### src/rtl/pulse_train_pkg.sv
// Shared defaults for the counted pulse train generator.
// Assumes nothing beyond being compiled before the modules that use it.
package pulse_train_pkg;
    localparam int unsigned PTG_PERIOD_W_DEF = 16;
    localparam int unsigned PTG_COUNT_W_DEF  = 32;
endpackage

### src/rtl/ptg_phase_ctr.sv
// Base-period down-counter. It counts from the effective period down to 1
// and then reloads. It is held at the reload value while not running.
// Assumes: period of 0 means one cycle; run is the enable from the top.
module ptg_phase_ctr #(
    parameter int unsigned PW = pulse_train_pkg::PTG_PERIOD_W_DEF
) (
    input  logic          clk,
    input  logic          rst_n,
    input  logic          run,
    input  logic [PW-1:0] period,
    output logic [PW-1:0] phase,
    output logic          period_end
);
    logic [PW-1:0] period_eff;

    // Clamp a zero period to one cycle so the counter never stalls.
    always_comb period_eff = (period == '0) ? PW'(1) : period;

    // Last cycle of a period while running.
    always_comb period_end = run && (phase <= PW'(1));

    // Count down, reload at the boundary, and hold the reload value in reset.
    always_ff @(posedge clk) begin
        if (!rst_n || !run) begin
            phase <= period_eff;
        end else if (phase <= PW'(1)) begin
            phase <= period_eff;
        end else begin
            phase <= phase - PW'(1);
        end
    end
endmodule

### src/rtl/ptg_count_ctl.sv
// Pulse-count control. It keeps the running count and one queued count,
// loads the queue at period boundaries and raises the completion flag.
// Assumes: period_end marks the last cycle of each base period.
module ptg_count_ctl #(
    parameter int unsigned CW = pulse_train_pkg::PTG_COUNT_W_DEF
) (
    input  logic          clk,
    input  logic          rst_n,
    input  logic          run,
    input  logic          period_end,
    input  logic          load_stb,
    input  logic [CW-1:0] load_val,
    input  logic          ack,
    output logic [CW-1:0] remain,
    output logic          done
);
    logic [CW-1:0] queued;
    logic          load_ok;
    logic          last_period;
    logic          finish;

    // Accept only non-zero writes while running.
    always_comb load_ok = run && load_stb && (load_val != '0);
    // Running count is on its final period (or idle) at this boundary.
    always_comb last_period = period_end && (remain <= CW'(1));
    // Group ends with nothing queued behind it.
    always_comb finish = period_end && (remain == CW'(1)) && (queued == '0);

    // Queued count: captured on a write, consumed when the running count empties.
    always_ff @(posedge clk) begin
        if (!rst_n || !run) begin
            queued <= '0;
        end else if (load_ok) begin
            queued <= load_val;
        end else if (last_period) begin
            queued <= '0;
        end
    end

    // Running count: steps down once per period, refills from the queue.
    always_ff @(posedge clk) begin
        if (!rst_n || !run) begin
            remain <= '0;
        end else if (period_end) begin
            if (remain > CW'(1)) begin
                remain <= remain - CW'(1);
            end else begin
                remain <= queued;
            end
        end
    end

    // Completion flag: a new write clears it, the end of a group sets it, ack clears it.
    always_ff @(posedge clk) begin
        if (!rst_n || !run) begin
            done <= 1'b0;
        end else if (load_ok) begin
            done <= 1'b0;
        end else if (finish) begin
            done <= 1'b1;
        end else if (ack) begin
            done <= 1'b0;
        end
    end
endmodule

### src/rtl/pulse_train_gen.sv
// Counted pulse train generator top. It holds the configuration word,
// joins the base counter and the count control, and forms the pin.
// Assumes: dir is synchronous to clk; x_wr and y_wr are one-cycle strobes.
module pulse_train_gen #(
    parameter int unsigned PERIOD_W = pulse_train_pkg::PTG_PERIOD_W_DEF,
    parameter int unsigned COUNT_W  = pulse_train_pkg::PTG_COUNT_W_DEF
) (
    input  logic                  clk,
    input  logic                  rst_n,
    input  logic                  dir,
    input  logic                  x_wr,
    input  logic [2*PERIOD_W-1:0] x_data,
    input  logic                  y_wr,
    input  logic [COUNT_W-1:0]    y_data,
    input  logic                  ack,
    output logic                  pin_out,
    output logic                  done_flag
);
    localparam int unsigned XW = 2 * PERIOD_W;

    logic [XW-1:0]       x_q;
    logic [PERIOD_W-1:0] period;
    logic [PERIOD_W-1:0] thresh;
    logic [PERIOD_W-1:0] phase;
    logic                period_end;
    logic [COUNT_W-1:0]  remain;
    logic                done_q;

    // Configuration word, writable whether or not the generator runs.
    always_ff @(posedge clk) begin
        if (!rst_n) begin
            x_q <= '0;
        end else if (x_wr) begin
            x_q <= x_data;
        end
    end

    // Split the configuration word into its period and threshold halves.
    always_comb begin
        period = x_q[PERIOD_W-1:0];
        thresh = x_q[XW-1:PERIOD_W];
    end

    ptg_phase_ctr #(.PW(PERIOD_W)) u_phase (
        .clk        (clk),
        .rst_n      (rst_n),
        .run        (dir),
        .period     (period),
        .phase      (phase),
        .period_end (period_end)
    );

    ptg_count_ctl #(.CW(COUNT_W)) u_count (
        .clk        (clk),
        .rst_n      (rst_n),
        .run        (dir),
        .period_end (period_end),
        .load_stb   (y_wr),
        .load_val   (y_data),
        .ack        (ack),
        .remain     (remain),
        .done       (done_q)
    );

    // Pin is high above the threshold while a count is live; dir low forces it low at once.
    always_comb pin_out = dir && (remain != '0) && (phase > thresh);

    // Completion flag straight from the count control.
    always_comb done_flag = done_q;
endmodule

### config.mk
export PLATFORM = sky130hd
export DESIGN_NAME = pulse_train_gen
export DESIGN_NICKNAME = d
export VERILOG_FILES = /design/src/rtl/pulse_train_pkg.sv /design/src/rtl/ptg_phase_ctr.sv /design/src/rtl/ptg_count_ctl.sv /design/src/rtl/pulse_train_gen.sv
export SDC_FILE = /design/constraint.sdc
export NUM_CORES = 1
export LEC_CHECK = 0
export ABC_AREA = 1
export BUFFER_PORTS_ARGS = -buffer_cell sky130_fd_sc_hd__buf_4
export CAP_MARGIN = 25
export CORE_ASPECT_RATIO = 0.8
export CORE_MARGIN = 1.5
export CORE_UTILIZATION = 55
export CTS_CLUSTER_DIAMETER = 100
export CTS_CLUSTER_SIZE = 30
export DETAILED_ROUTE_END_ITERATION = 8
export HOLD_SLACK_MARGIN = 0.02
export MAX_ROUTING_LAYER = met4
export PLACE_DENSITY_LB_ADDON = 0.15
export SYNTH_ARGS = -nofsm -noshare
export SYNTH_HDL_FRONTEND = slang
export SYNTH_SLANG_ARGS = --single-unit
### constraint.sdc
create_clock -name clk -period 2.5 [get_ports clk]
set_input_delay 0.125 -clock clk [delete_from_list [all_inputs] [get_ports clk]]
set_output_delay 0.125 -clock clk [all_outputs]
set_load 0.005 [all_outputs]
==> run summary, run 1 <==
Critical path arrival -> 2.43 ns
Post-synthesis sequential area ratio -> 34.54%
Fin crit share -> 85.04%
Fmax -> 0.4704 GHz
Clock slew at reported path FFs -> 0.06 ns
Clock Path Buffers -> 2
Starting density of the core -> 56.66%
Clk_lat worst skew -> 0.42 ns
Placed instance area -> 7149 um2
Final Hold Fails -> 0
Number of global-route vias before repair -> 5924
Die Ht -> 100.6 um
WL final -> 17960 um
Synth warn -> 0
Sequential Power Share -> 39.3%
Async set or reset register ratio after synthesis -> 0%
Largest net degree at the start of global routing -> 53
Layout fillers -> 984
IO Count -> 72
EDFF count, synth -> 0
First-pass GRT wire length -> 29150 um
Hold Crit Class -> primary input to flop
Postcts setup bufs -> 0
Diode count -> 0
Clock sinks -> 113
Nets -> 1155
Crit path capture type -> flop
Leak -> 0.003661 uW
Power Density -> 606.1 nW/um2
Setup CP Type -> flop to flop
DR pass1 iterations -> 7
Internal power -> 3578 uW
Number of I/O port buffers -> 71
Layout cells sized above 1 -> 18.00%
Clock Power Share -> 46.3%
Global Route Usage Sum -> 29.62%
Synth area leaders -> dfxtp_1 (35%), nand2_1 (12%), nor2_1 (7.8%)
Site Rows -> 35
Power Total -> 4970 uW
Vias -> 6541
Post-Route Skew -> 0.007959 ns
Layout Area Growth over Synthesis -> 25.20%
Crit-path max FO -> 45
WL/cell -> 14.65 um
Cell with the most instances after synthesis -> nand2_1
Post-synth top area cell -> dfxtp_1
Final min period -> 2.126 ns
Final hold slack -> 0.02199 ns
Worst vdd ir -> 487.6 uV
Slew @ Worst Pin -> 0.7305 ns
Syn Nets -> 1045
Avg Cell Area, Syn -> 6.859 um2
Crit path launch type -> flop
Comb pwr share -> 14.4%
Slew margin rel. -> 51.23%
Yosys top cell area share -> 34.54%
Number of remaining DRC errors -> 0
CTS tree -> yes
Die ar. -> 12580 um2
Post-Syn Instances -> 955
Unrepaired setup endpoints after global routing -> no
Placed cells -> 1145
Non-Filler Instances -> 1226
Die width -> 125.0 um
Most frequent cells after synthesis -> nand2_1 (207), nor2_1 (136), dfxtp_1 (113)
Status -> finished, final reports clean
Setup TNS -> 0 ns
Max-cap check violation count -> 0
Final Setup Violations -> 0
Mapped Area -> 6550 um2
Total core area -> 11560 um2
Switching pwr -> 1392 uW
GPL Wtd Cong -> 0.9267
Overflow after GRT -> 0
Final count of pins violating max slew -> 0
Vias per cell -> 5.335
CTS root buffer -> clkbuf_16
Worst EP required -> 2.80 ns
TritonCTS Buffers -> 17
Number of synthesized register bits -> 113
Distinct cells, synth -> 36
Synth Flop Type -> dfxtp_1
Post-DRT Antenna Nets -> 0
Cell area after layout -> 8200 um2
Sw Share -> 28.01%
Post-DP HPWL -> 12360 um
Antenna violations before repair -> 0
DRT iter0 DRCs -> 586
H-Tree Depth -> 4
## cell type report
| class | count | area [um2] | share of cell area, % |
|---|---|---|---|
| inverters | 83 | 311.5 | 3.799 |
| repair buffers | 131 | 1119 | 13.64 |
| multi-input cells | 719 | 3762 | 45.88 |
| clock inverters | 14 | 131.4 | 1.602 |
| well taps | 148 | 185.2 | 2.258 |
| clock buffers | 18 | 429.2 | 5.233 |
| flip-flops and latches | 113 | 2262 | 27.59 |
## timing repair
item,in CTS,in global routing
hold buffers,49,0
hold endpoints to repair,49,0
resized for setup,0,0
## flip-flops by register name (all words and copies together), names as in the netlist
signal	count
u_count.queued	32
u_count.remain	32
x_q	32
u_phase.phase	16
u_count.done	1
## worst max-delay path, stage by stage, from the launching register on
cell,delay [ns]
dfxtp_1,0.32
inv_1,0.09
ha_1,0.32
nand3_2,0.17
nor2_4,0.19
nand4_2,0.14
nand2_1,0.10
nand2_2,0.07
buf_4,0.31
o21ai_0,0.23
nor2_1,0.06
## cell families after synthesis
family	synth area share, %
simple gates	36.35
compound gates	14.29
buf+inv	8.061
flops	34.54
xor+xnor	2.942
fa+ha+maj	3.820
## layer usage
metal / vias to the layer above / share of wire, % / track usage (%)
met4: 0 / 1.0 / 7.168
met2: 265 / 41 / 42.24
met1: 2901 / 49 / 43.22
met5: - / 0 / -
met3: 20 / 8.2 / 5.414
li1: 3355 / - / -
## metrics by stage
step                utilization, %  setup slack, ns
floorplan                        -           0.7453
global placement             61.84           0.4735
detailed placement           61.84           0.4039
CTS                          70.93           0.3908
global route                 70.93           0.1530
finish                       70.93           0.3741
## power by group through the flow
stage,combinational [uW],clock (uW),sequential [uW]
6_report,715,2300,1950
3_5_place_dp,637,0,1990
3_3_place_gp,625,0,1980
2_1_floorplan,441,0,1960
4_1_cts,707,2320,1950
5_1_grt,803,2390,1960
## cells in the final DEF, fill, tap and decap left out, types with 17 or more instances in the layout
cell type        n
a21oi_1         63
dfxtp_1        113
dlygate4sd3_1   49
a21oi_2         22
nand2_1        206
nor2_1         136
inv_1           81
clkbuf_16       17
buf_4           81
ha_1            20
o21ai_0         66
nand3_1         88
nand3_2         22
## worst paths after layout
path         slack, ns         startpoint                  to  cells past startpoint
max               0.37  u_count.remain[0]  u_count.remain[14]                     10
min               0.02         x_data[31]             x_q[31]                      3
max reg2reg       0.37  u_count.remain[0]  u_count.remain[14]                     10
min reg2reg       0.47            x_q[29]             x_q[29]                      2
No activity file was read; power rests on OpenSTA's default activity.
==> inputs of run 2 (changes only) <==
--- a/config.mk
+++ b/config.mk
@@ -8,9 +8,11 @@
 export ABC_AREA = 1
 export BUFFER_PORTS_ARGS = -buffer_cell sky130_fd_sc_hd__buf_4
 export CAP_MARGIN = 25
+export CELL_PAD_IN_SITES_DETAIL_PLACEMENT = 1
+export CELL_PAD_IN_SITES_GLOBAL_PLACEMENT = 2
 export CORE_ASPECT_RATIO = 0.8
 export CORE_MARGIN = 1.5
-export CORE_UTILIZATION = 55
+export CORE_UTILIZATION = 33
 export CTS_CLUSTER_DIAMETER = 100
 export CTS_CLUSTER_SIZE = 30
 export DETAILED_ROUTE_END_ITERATION = 8
==> constraint.sdc (replaced) <==
create_clock -name clk -period 2.3 [get_ports clk]
set_input_delay 0.115 -clock clk [delete_from_list [all_inputs] [get_ports clk]]
set_output_delay 0.115 -clock clk [all_outputs]
set_load 0.005 [all_outputs]
==> run summary, run 2 (same netlist as run 1, synthesis figures left out) <==
Status -> finished, final reports clean
Power Density -> 641.4 nW/um2
CTS tree -> yes
Diode count -> 0
Clk_lat worst skew -> 0.43 ns
WL met3 -> 745 um
Slew @ Worst Pin -> 0.7298 ns
Die width -> 160.5 um
Met2 Wirelength -> 8155 um
Worst Setup SP -> u_phase.phase[2]
Site Rows -> 45
Overflow after GRT -> 0
Crit path capture type -> primary output
Setup CP Type -> flop to primary output
Clock slew at reported path FFs -> 0.06 ns
Global Route Usage Sum -> 22.06%
Unrepaired setup endpoints after global routing -> no
IO Count -> 72
Vias per cell -> 4.809
Layout fillers -> 2420
H-Tree Depth -> 4
Sequential cell area -> 2262 um2
Clock Path Buffers -> 2
Post-DRT Antenna Nets -> 0
Largest net degree at the start of global routing -> 51
Hold Crit Class -> primary input to flop
Top layer in use -> met4
Starting density of the core -> 34.12%
Crit path launch type -> flop
Antenna violations before repair -> 0
Postcts setup bufs -> 0
Leak -> 0.003738 uW
Placed cells -> 1263
Leading cell type in the layout, fill and taps excluded -> nand2_1
Final Hold Fails -> 0
Post-Route Skew -> 0.008346 ns
CTS root buffer -> clkbuf_16
Worst vdd ir -> 375.2 uV
Final count of pins violating max slew -> 0
Reg2Reg Setup Slack -> 0.29 ns
Vias -> 6506
DRT iter0 DRCs -> 366
Post-DP HPWL -> 15690 um
Die ar. -> 20710 um2
Cell area after layout -> 8521 um2
Largest regs -> u_count.queued (32), u_count.remain (32), x_q (32)
TritonCTS Buffers -> 17
Slew margin rel. -> 51.35%
Fin crit share -> 95.52%
Met1 wire length -> 12180 um
Area of the multi-input gates -> 3767 um2
First-pass GRT wire length -> 34290 um
Non-Filler Instances -> 1353
Layout Area Growth over Synthesis -> 30.09%
Total core area -> 19200 um2
Critical path arrival -> 2.08 ns
Number of I/O port buffers -> 71
WL final -> 21250 um
GPL Wtd Cong -> 0.8257
Crit-path max FO -> 4
Crit Reg-Reg Startpoint -> u_count.remain[0]
Placed instance area -> 7372 um2
Number of global-route vias before repair -> 6259
Layout cells sized above 1 -> 18.63%
Nets -> 1172
Final min period -> 2.197 ns
Commonest cells after routing, fill and taps aside -> nand2_1 (206), nor2_1 (136), dfxtp_1 (113)
Hold Startpoint -> y_data[6]
Worst EP required -> 2.18 ns
DR pass1 iterations -> 4
Setup TNS -> 0 ns
Die Ht -> 129.0 um
Clock sinks -> 113
Max-cap check violation count -> 0
Final Core Density -> 44.38%
WL/cell -> 15.71 um
Final Setup Violations -> 0
Fmax -> 0.4552 GHz
Number of remaining DRC errors -> 0
-- run 2: cell types whose count changed in the layout (fill, tap and decap cells not counted), moves of 2 or more --
cell           change
buf_4              +6
clkinvlp_4         +2
clkinv_2           -3
inv_8              +2
dlygate4sd3_1      +9
buf_12             +2
-- run 2: layout make-up --
class / instances / share of cell area, %
Clock buffer: 18 / 5.154
Timing Repair Buffer: 148 / 15.18
Sequential cell: 113 / 26.55
Tap cell: 258 / 3.789
Clock inverter: 14 / 1.454
Inverter: 83 / 3.656
Multi-Input combinational cell: 719 / 44.21
-- run 2: final timing paths --
check / end / depth (start not counted)
worst max register to register: u_count.remain[25] / 12
worst max-delay path: pin_out / 7
worst min register to register: x_q[27] / 2
worst min-delay path: u_count.queued[6] / 3
-- run 2: worst max-delay path: stages, from the launching register on --
cell and delay (ns):
dfxtp_1 0.37, ha_1 0.30, nand2_1 0.07, o21a_1 0.21, o21ai_1 0.24, nand3_1 0.11
a21oi_1 0.20, buf_4 0.15
-- run 2: metrics by stage --
step	setup slack (ns)	hold WS, ns	power [uW]
2_1_floorplan	0.5453	0.2499	2613
3_3_place_gp	0.3209	0.3424	2882
3_5_place_dp	0.2960	0.3464	2891
4_1_cts	0.03232	0.02079	5515
5_1_grt	0.006194	0.03110	5723
6_report	0.1030	0.02509	5466
-- run 2: what timing repair did --
action,CTS,global route
endpoints found under the hold margin,58,0
pin swaps,0,0
setup endpoints to repair,1,1
resized for setup,1,1
hold buffers,58,0
-- run 2: per-layer routing --
metal	GRT usage [%]	up-vias
li1	-	3379
met1	34.06	2997
met2	29.34	115
met3	3.553	15
met4	4.618	0
met5	-	-
-- run 2: where the power goes --
group	total, uW	internal, uW	switching (uW)
Combinational	812	361	451
Clock	2530	1440	1090
Sequential	2120	2040	78.0
Total	5470	3840	1620
